[src/rtl/exc_pkg.sv]
package exc_pkg;

    // Alternate opcode bit order: {irq_n, nmi_n, res_n}, each active low
    typedef struct packed {
        logic irq_n;
        logic nmi_n;
        logic res_n;
    } exc_bits_t;

    localparam exc_bits_t ALT_IDLE  = '{irq_n: 1'b1, nmi_n: 1'b1, res_n: 1'b1};
    localparam exc_bits_t ALT_RESET = '{irq_n: 1'b1, nmi_n: 1'b1, res_n: 1'b0};

    function automatic exc_bits_t pack_req(input logic res, input logic nmi,
                                           input logic irq);
        exc_bits_t b;
        b.res_n = ~res;
        b.nmi_n = ~nmi;
        b.irq_n = ~irq;
        return b;
    endfunction

    function automatic logic any_req(input exc_bits_t b);
        return ~&b;
    endfunction

endpackage

[src/rtl/exc_sync.sv]
module exc_sync #(
    parameter int WIDTH  = 3,
    parameter int STAGES = 2
) (
    input  logic             clk,
    input  logic             rst,
    input  logic [WIDTH-1:0] din,
    output logic [WIDTH-1:0] dout
);
    logic [WIDTH-1:0] stg [STAGES];

    for (genvar i = 0; i < STAGES; i++) begin : g_stage
        always_ff @(posedge clk) begin
            if (rst) begin
                stg[i] <= '1;
            end else if (i == 0) begin
                stg[i] <= din;
            end else begin
                stg[i] <= stg[(i > 0) ? i - 1 : 0];
            end
        end
    end

    assign dout = stg[STAGES-1];
endmodule

[src/rtl/exc_nmi_edge.sv]
module exc_nmi_edge (
    input  logic clk,
    input  logic rst,
    input  logic nmi_s_n,
    input  logic hold,
    input  logic consume,
    output logic pending
);
    logic prev_n;
    logic fall;

    assign fall = prev_n & ~nmi_s_n;

    always_ff @(posedge clk) begin
        if (rst) begin
            prev_n  <= 1'b1;
            pending <= 1'b0;
        end else begin
            prev_n <= nmi_s_n;
            if (hold) begin
                pending <= 1'b0;
            end else if (fall) begin
                pending <= 1'b1;
            end else if (consume) begin
                pending <= 1'b0;
            end
        end
    end
endmodule

[src/rtl/exc_entry_ctrl.sv]
module exc_entry_ctrl
    import exc_pkg::*;
(
    input  logic      clk,
    input  logic      rst,
    input  logic      hold,
    input  logic      nmi_pend,
    input  logic      irq_act,
    input  logic      op_load,
    input  logic      exc_ack,
    output logic      exc_active,
    output exc_bits_t alt_op,
    output logic      inhibit,
    output logic      nmi_consume
);
    logic      exc_q;
    logic      acked_q;
    logic      res_req_q;
    exc_bits_t alt_q;
    exc_bits_t req;
    logic      open_win;
    logic      take;

    assign req         = pack_req(res_req_q, nmi_pend, irq_act);
    assign open_win    = ~exc_q | acked_q;
    assign take        = op_load & open_win & any_req(req) & ~hold;
    assign inhibit     = take;
    assign nmi_consume = take & nmi_pend & ~res_req_q;

    always_ff @(posedge clk) begin
        if (rst) begin
            exc_q     <= 1'b0;
            acked_q   <= 1'b0;
            res_req_q <= 1'b0;
            alt_q     <= ALT_IDLE;
        end else if (hold) begin
            exc_q     <= 1'b1;
            acked_q   <= 1'b0;
            res_req_q <= 1'b1;
            alt_q     <= ALT_RESET;
        end else begin
            if (exc_ack) begin
                acked_q   <= 1'b1;
                res_req_q <= 1'b0;
            end
            if (op_load && open_win) begin
                exc_q   <= any_req(req);
                alt_q   <= any_req(req) ? req : ALT_IDLE;
                acked_q <= 1'b0;
            end
        end
    end

    assign exc_active = exc_q;
    assign alt_op     = alt_q;
endmodule

[src/rtl/exc_vec_gen.sv]
module exc_vec_gen #(
    parameter logic [3:0] VEC_HI = 4'hF
) (
    input  logic [3:0] vec_code,
    output logic [7:0] vec_lo
);
    assign vec_lo = {VEC_HI, vec_code};
endmodule

[src/rtl/exc_vector_ctrl.sv]
module exc_vector_ctrl
    import exc_pkg::*;
#(
    parameter int         SYNC_STAGES = 2,
    parameter logic [3:0] VEC_HI      = 4'hF
) (
    input  logic       clk,
    input  logic       rst,
    input  logic       cpu_rst_n,
    input  logic       nmi_n,
    input  logic       irq_n,
    input  logic       irq_mask,
    input  logic       op_load,
    input  logic       exc_ack,
    input  logic [3:0] vec_code,
    output logic       core_hold,
    output logic       exc_active,
    output logic [2:0] alt_op,
    output logic       pc_inc_inhibit,
    output logic [7:0] vec_lo
);
    localparam int NLINES = 3;

    logic [NLINES-1:0] lines_s;
    logic              nmi_pend;
    logic              nmi_consume;
    logic              irq_act;
    exc_bits_t         alt_bits;

    exc_sync #(.WIDTH(NLINES), .STAGES(SYNC_STAGES)) u_sync (
        .clk (clk),
        .rst (rst),
        .din ({irq_n, nmi_n, cpu_rst_n}),
        .dout(lines_s)
    );

    assign core_hold = ~lines_s[0];
    assign irq_act   = ~lines_s[2] & ~irq_mask;

    exc_nmi_edge u_nmi (
        .clk    (clk),
        .rst    (rst),
        .nmi_s_n(lines_s[1]),
        .hold   (core_hold),
        .consume(nmi_consume),
        .pending(nmi_pend)
    );

    exc_entry_ctrl u_entry (
        .clk        (clk),
        .rst        (rst),
        .hold       (core_hold),
        .nmi_pend   (nmi_pend),
        .irq_act    (irq_act),
        .op_load    (op_load),
        .exc_ack    (exc_ack),
        .exc_active (exc_active),
        .alt_op     (alt_bits),
        .inhibit    (pc_inc_inhibit),
        .nmi_consume(nmi_consume)
    );

    assign alt_op = alt_bits;

    exc_vec_gen #(.VEC_HI(VEC_HI)) u_vec (
        .vec_code(vec_code),
        .vec_lo  (vec_lo)
    );
endmodule

[config.mk]
export PLATFORM = sky130hd
export DESIGN_NAME = exc_vector_ctrl
export DESIGN_NICKNAME = d
export VERILOG_FILES = /design/src/rtl/exc_pkg.sv /design/src/rtl/exc_sync.sv /design/src/rtl/exc_nmi_edge.sv /design/src/rtl/exc_entry_ctrl.sv /design/src/rtl/exc_vec_gen.sv /design/src/rtl/exc_vector_ctrl.sv
export SDC_FILE = /design/constraint.sdc
export NUM_CORES = 1
export LEC_CHECK = 0
export ABC_AREA = 0
export ABC_CLOCK_PERIOD_IN_PS = 1000
export BUFFER_PORTS_ARGS = -buffer_cell sky130_fd_sc_hd__buf_2
export CORE_AREA = 2 2 40 42
export DETAILED_ROUTE_END_ITERATION = 10
export DIE_AREA = 0 0 42 44
export HOLD_SLACK_MARGIN = 0.1
export PLACE_DENSITY = 0.69
export SYNTH_ARGS = -nofsm -noshare
export SYNTH_HDL_FRONTEND = slang
export SYNTH_SLANG_ARGS = --single-unit
[constraint.sdc]
create_clock -name clk -period 1 [get_ports clk]
set_input_delay 0.2 -clock clk [delete_from_list [all_inputs] [get_ports clk]]
set_output_delay 0.2 -clock clk [all_outputs]
set_load 0.05 [all_outputs]
==> results.cfg, run 1 <==
[cts]
htreeDepth = 1
insertion_delay_ns = 0.28
numCtsBuffers = 3
clock-sinks = 14
clock_path_buffers = 2
cts_tree = yes
cts.clk_slew.worst_paths_ns = 0.09
cts_root_buffer = clkbuf_4

[critical_path]
cp.required_ns = 0.80
cp-start-kind = flop
worstPathArrival_ns = 1.16
path_class = reg2out
cpMaxStageDelayCell = dfxtp_4
max_stage_delay_ns = 0.35
cp-end-kind = output pin
crit_chain = nor2b_4, nor4_4, buf_6
critPathMaxFanout = 2

[grt]
grt_pass1_wl_mm = 1.676
grt_usage_pct = 12.14
grt_pass1_vias = 404
grt_max_degree = 12
gr-total-overflow = 0
antenna_found_initial = 0

[logic_synthesis]
ys_seq_area_share_pct = 51.03
synth_area_leaders = dfxtp_1 51%, buf_4 11%, or2_2 8.0%, o311ai_0 4.8%, o21ai_0 3.6%
yosysMostFrequentCell = dfxtp_1
synthCells = 57
synth_commonest_cells = 14 x dfxtp_1, 8 x buf_4, 7 x or2_2
synthSimpleGateAreaFrac_pct = 21.41
async_flop_share_pct = 0
synth_top_family_by_area = simple AND/OR/NAND/NOR gates
synth_warnings = 0
ys_ff_latch = 14
yosysUniqueCellTypes = 19
synth_top_area_share_pct = 51.03
avgSynthCellArea_um2 = 9.636
synth_top_area_cell = dfxtp_1
syn_area_um2 = 549.3
synth_compound_area_share_pct = 13.21
muxShareOfSynthArea_pct = 0
synth_edf_count = 0
synth_ff_type = dfxtp_1
synthXorXnorAreaFrac_pct = 0
synth_fa_ha_area_share_pct = 0

[timing]
skew_ns = 0.006803
setup-tns-final_ns = -0.6105
worst_slack_ns = -0.3596
post-route-period-util_pct = 136.0
fin_crit_ns = 1.360
timing.fmax_mhz = 735.5
hold_ws_ns = 0.1865
grt_setup_unrepaired = yes
setup_violations = 3
finalMaxSlewViolations = 0
finalHoldViolCount = 0

[layout]
fillCellCount = 126
area_growth_pct = 47.15
ff_latch_area_um2 = 292.8
layout-drive-gt1-share_pct = 56.41
fin_area_um2 = 808.3
fin_nets = 91
diodes = 0
multi_input_area_um2 = 245.2

[route]
wl_per_cell_um = 10.34
wl_um = 972
first_pass_iters = 2
drtIter0Drc = 1
via_per_inst = 4.521
drc = 0
drtAntennaViolNets = 0
vias = 425

[place]
routabilityCongestion = 0.7522
hpwlAfterDp_um = 674.4
place_area_um2 = 638.1
numPortBuffers = 13

[die]
die_w_um = 42
coreArea_um2 = 1419
rows = 14
die_area_um2 = 1848
pin_count = 26
die_height_um = 44
start_util_pct = 38.71

[power_and_ir_drop]
power_density_nw_per_um2 = 1608
vdd_ir_drop_max_mv = 0.7972
leakage_nw = 0.3483

[run_status]
violations = negative setup slack
outcome = complete, but fails checks

[hold_path]
hp-class = in2reg

[job]
cap_violations = 0
per-layer routing:
metal | GRT usage (%) | vias up | part of all wire (%)
li1 | - | 223 | -
met1 | 13.70 | 183 | 45
met2 | 21.56 | 17 | 47
met3 | 2.917 | 2 | 5.5
met4 | 5.806 | 0 | 1.9
met5 | 0 | - | 0
worst paths after layout:
check,from,to,slack (ns),depth (start not counted)
hold reg to reg,u_sync.stg[0][0]$_SDFF_PP1_,u_sync.stg[1][0]$_SDFF_PP1_,0.41,1
hold / removal,exc_ack,u_entry.acked_q$_SDFFE_PP0P_,0.19,3
setup reg to reg,u_entry.exc_active$_SDFFE_PP0P_,u_entry.alt_op[0]$_SDFFE_PP1P_,0.01,4
setup / recovery,u_entry.exc_active$_SDFFE_PP0P_,pc_inc_inhibit,-0.36,3
sequential cells by signal, indices dropped and copies added (netlist names):
| signal | count |
|---|---|
| u_nmi.pending | 1 |
| u_sync.stg | 6 |
| u_entry.alt_op | 3 |
| u_nmi.prev_n | 1 |
| u_entry.exc_active | 1 |
| u_entry.res_req_q | 1 |
| u_entry.acked_q | 1 |
final cells by class:
class / instances / area share (%)
clock buffers: 4 / 4.489
inverters: 3 / 1.703
multi-input cells: 34 / 30.34
flip-flops and latches: 14 / 36.22
well taps: 16 / 2.477
repair buffers: 23 / 24.77
cell usage in the layout (no fill, tap or decap), drive strengths merged:
cell type / count
o311ai: 3
nor3: 2
nor4: 1
buf: 20
dfxtp: 14
a21oi: 2
dlygate4sd3: 3
o211ai: 1
nor2b: 2
inv: 3
nand2b: 2
and2b: 1
a311oi: 1
clkbuf: 4
conb: 4
nor2: 4
or2: 7
o21ai: 4
worst max-delay path: cells and delay by family (launching register included):
family | cells | cell delay [ns]
buffers and inverters | 1 | 0.19
flip-flops | 1 | 0.35
AND/OR/NAND/NOR | 2 | 0.34
kinds of logic after synthesis:
family                 count (synthesis)
AO/OA/AOI/OAI                         11
buffers and inverters                 12
flip-flops                            14
other                                  1
AND/OR/NAND/NOR                       19
power breakdown:
part | internal, mW | switching [mW]
clock network | 0.222 | 0.183
registers | 0.590 | 0.0189
logic | 0.120 | 0.167
stage by stage:
| step | total power [mW] | utilization, % | instances | worst slack, ns |
|---|---|---|---|---|
| 6_report | 1.300 | 56.97 | 94 | -0.3596 |
| 5_1_grt | 1.358 | 56.97 | 94 | -0.4221 |
| 4_1_cts | 1.310 | 55.91 | 93 | -0.3885 |
| 3_5_place_dp | 0.8400 | 44.97 | 85 | -0.2067 |
| 3_3_place_gp | 0.8355 | 44.97 | 85 | -0.2006 |
| 2_1_floorplan | 0.8360 | - | 60 | -0.4305 |
repair_timing:
item | in CTS | in global routing
hold buffers | 3 | 0
setup endpoints to repair | 10 | 10
gates resized for setup | 28 | 9
setup buffers | 1 | 2
pin swaps | 4 | 1
endpoints found under the hold margin | 3 | 0
No activity file was read; power rests on OpenSTA's default activity.
==> inputs of run 2 (changes only) <==
- BUFFER_PORTS_ARGS: -buffer_cell sky130_fd_sc_hd__buf_2 -> default
- CORE_AREA: 2 2 40 42 -> 2 2 39 41
- DIE_AREA: 0 0 42 44 -> 0 0 41 43
- DONT_BUFFER_PORTS: default -> 1
- PLACE_DENSITY: 0.69 -> default
- SKIP_LAST_GASP: default -> 1
==> results.cfg, run 2 (same netlist as run 1, synthesis figures left out) <==
[run_status]
outcome = complete, but fails checks
violations = negative setup slack

[die]
die_w_um = 41
pin_count = 26
die_area_um2 = 1763
rows = 14
coreArea_um2 = 1384
die_height_um = 43
start_util_pct = 39.69

[route]
wl_per_cell_um = 12.87
wl_mm = 1.145
drc = 0
first_pass_iters = 4
drtIter0Drc = 1
vias = 425
via_per_inst = 4.775
drtAntennaViolNets = 0

[layout]
diodes = 0
largest_register_ff_count = 6
fin_nets = 86
layout-drive-gt1-share_pct = 52.05
largest_register = u_sync.stg
area_growth_pct = 45.79
stdcell_count = 89
final_cell_mix = 9 x dfxtp_1, 7 x or2_2, 5 x buf_8, 5 x buf_4
final_common_cell = dfxtp_1
fin_area_um2 = 800.8

[hold_path]
hp-start = exc_ack
hold_depth = 2
hp-class = in2reg

[grt]
grtUsageMet1_pct = 13.53
met2_usage_pct = 29.38
grt_usage_pct = 16.09
gr-total-overflow = 0
grt_pass1_wl_mm = 1.794
antenna_found_initial = 0
grt_max_degree = 11
grt-busiest-layer = met2
grt_pass1_vias = 434
grt_util_met3_pct = 9.424

[critical_path]
cp.required_ns = 0.80
cp-start-kind = flop
cp-startpoint = u_entry.exc_active$_SDFFE_PP0P_
critPathMaxFanout = 2
path_class = reg2out
worstPathArrival_ns = 1.21
r2r_start = u_entry.exc_active$_SDFFE_PP0P_
reg2reg_depth = 5
cp-end-kind = output pin

[timing]
setup_violations = 9
fin_crit_ns = 1.410
finalMaxSlewViolations = 0
worst_slack_ns = -0.4097
hold_ws_ns = 0.1228
grt_setup_unrepaired = yes
skew_ns = 0.01417
timing.fmax_mhz = 709.4
finalHoldViolCount = 0
post-route-period-util_pct = 141.0

[cts]
insertion_delay_ns = 0.29
cts_root_buffer = clkbuf_4
clock_path_buffers = 2
numCtsBuffers = 3
htreeDepth = 1
clock-sinks = 14
cts_tree = yes
cts.clk_slew.worst_paths_ns = 0.09

[place]
place_area_um2 = 638.1
dp.cells = 79
pre_cts_ws_ns = -0.1784
numPortBuffers = 0
routabilityCongestion = 0.6907
hpwlAfterDp_um = 760.2

[job]
cap_violations = 0

[power_and_ir_drop]
power.total_mw = 1.245
power_density_nw_per_um2 = 1554
vdd_ir_drop_max_mv = 1.008
leakage_nw = 0.3370
## run 2: area by class of cell
cell class	count	area, um^2
flip-flops and latches	14	289.0
inverters	3	11.26
fillers	125	583.1
multi-input cells	34	246.5
well taps	16	20.02
repair buffers	18	207.7
clock buffers	4	26.28
## run 2: power breakdown
| part | leakage, nW | total [mW] | internal (mW) | switching, mW |
|---|---|---|---|---|
| Sequential | 0.115 | 0.612 | 0.592 | 0.0206 |
| Clock | 0.0150 | 0.332 | 0.155 | 0.177 |
| Combinational | 0.207 | 0.301 | 0.129 | 0.171 |
| Total | 0.337 | 1.24 | 0.876 | 0.369 |
## run 2: path summary, 6_finish.rpt
| kind | end | slack, ns |
|---|---|---|
| max | pc_inc_inhibit | -0.41 |
| min reg2reg | u_sync.stg[1][2]$_SDFF_PP1_ | 0.40 |
| min | u_entry.res_req_q$_SDFFE_PP0P_ | 0.12 |
| max reg2reg | u_entry.alt_op[0]$_SDFFE_PP1P_ | -0.13 |
## run 2: through the flow
step	setup TNS, ns	utilization (%)
4_1_cts	-1.204	55.88
3_5_place_dp	-0.2765	46.11
2_1_floorplan	-0.5557	-
3_3_place_gp	-0.2101	46.11
5_1_grt	-1.539	57.87
6_report	-1.048	57.87
## run 2: what timing repair did
item	CTS	global route
resized for setup	22	9
gates cloned	0	0
buffers inserted	2	1
pin swaps	4	4
endpoints found under the setup margin	12	19
hold endpoints to repair	11	0
hold buffers	5	0
## run 2: metal layers
| metal | vias up | share of wire [%] |
|---|---|---|
| li1 | 211 | - |
| met2 | 17 | 59 |
| met5 | - | 0 |
| met1 | 197 | 32 |
| met3 | 0 | 8.9 |
| met4 | 0 | 0 |
## run 2: worst max-delay path, stage by stage, from the launching register on
cell and delay [ns]:
dfxtp_4 0.35, nor2b_4 0.13, nor4_4 0.27, buf_12 0.18
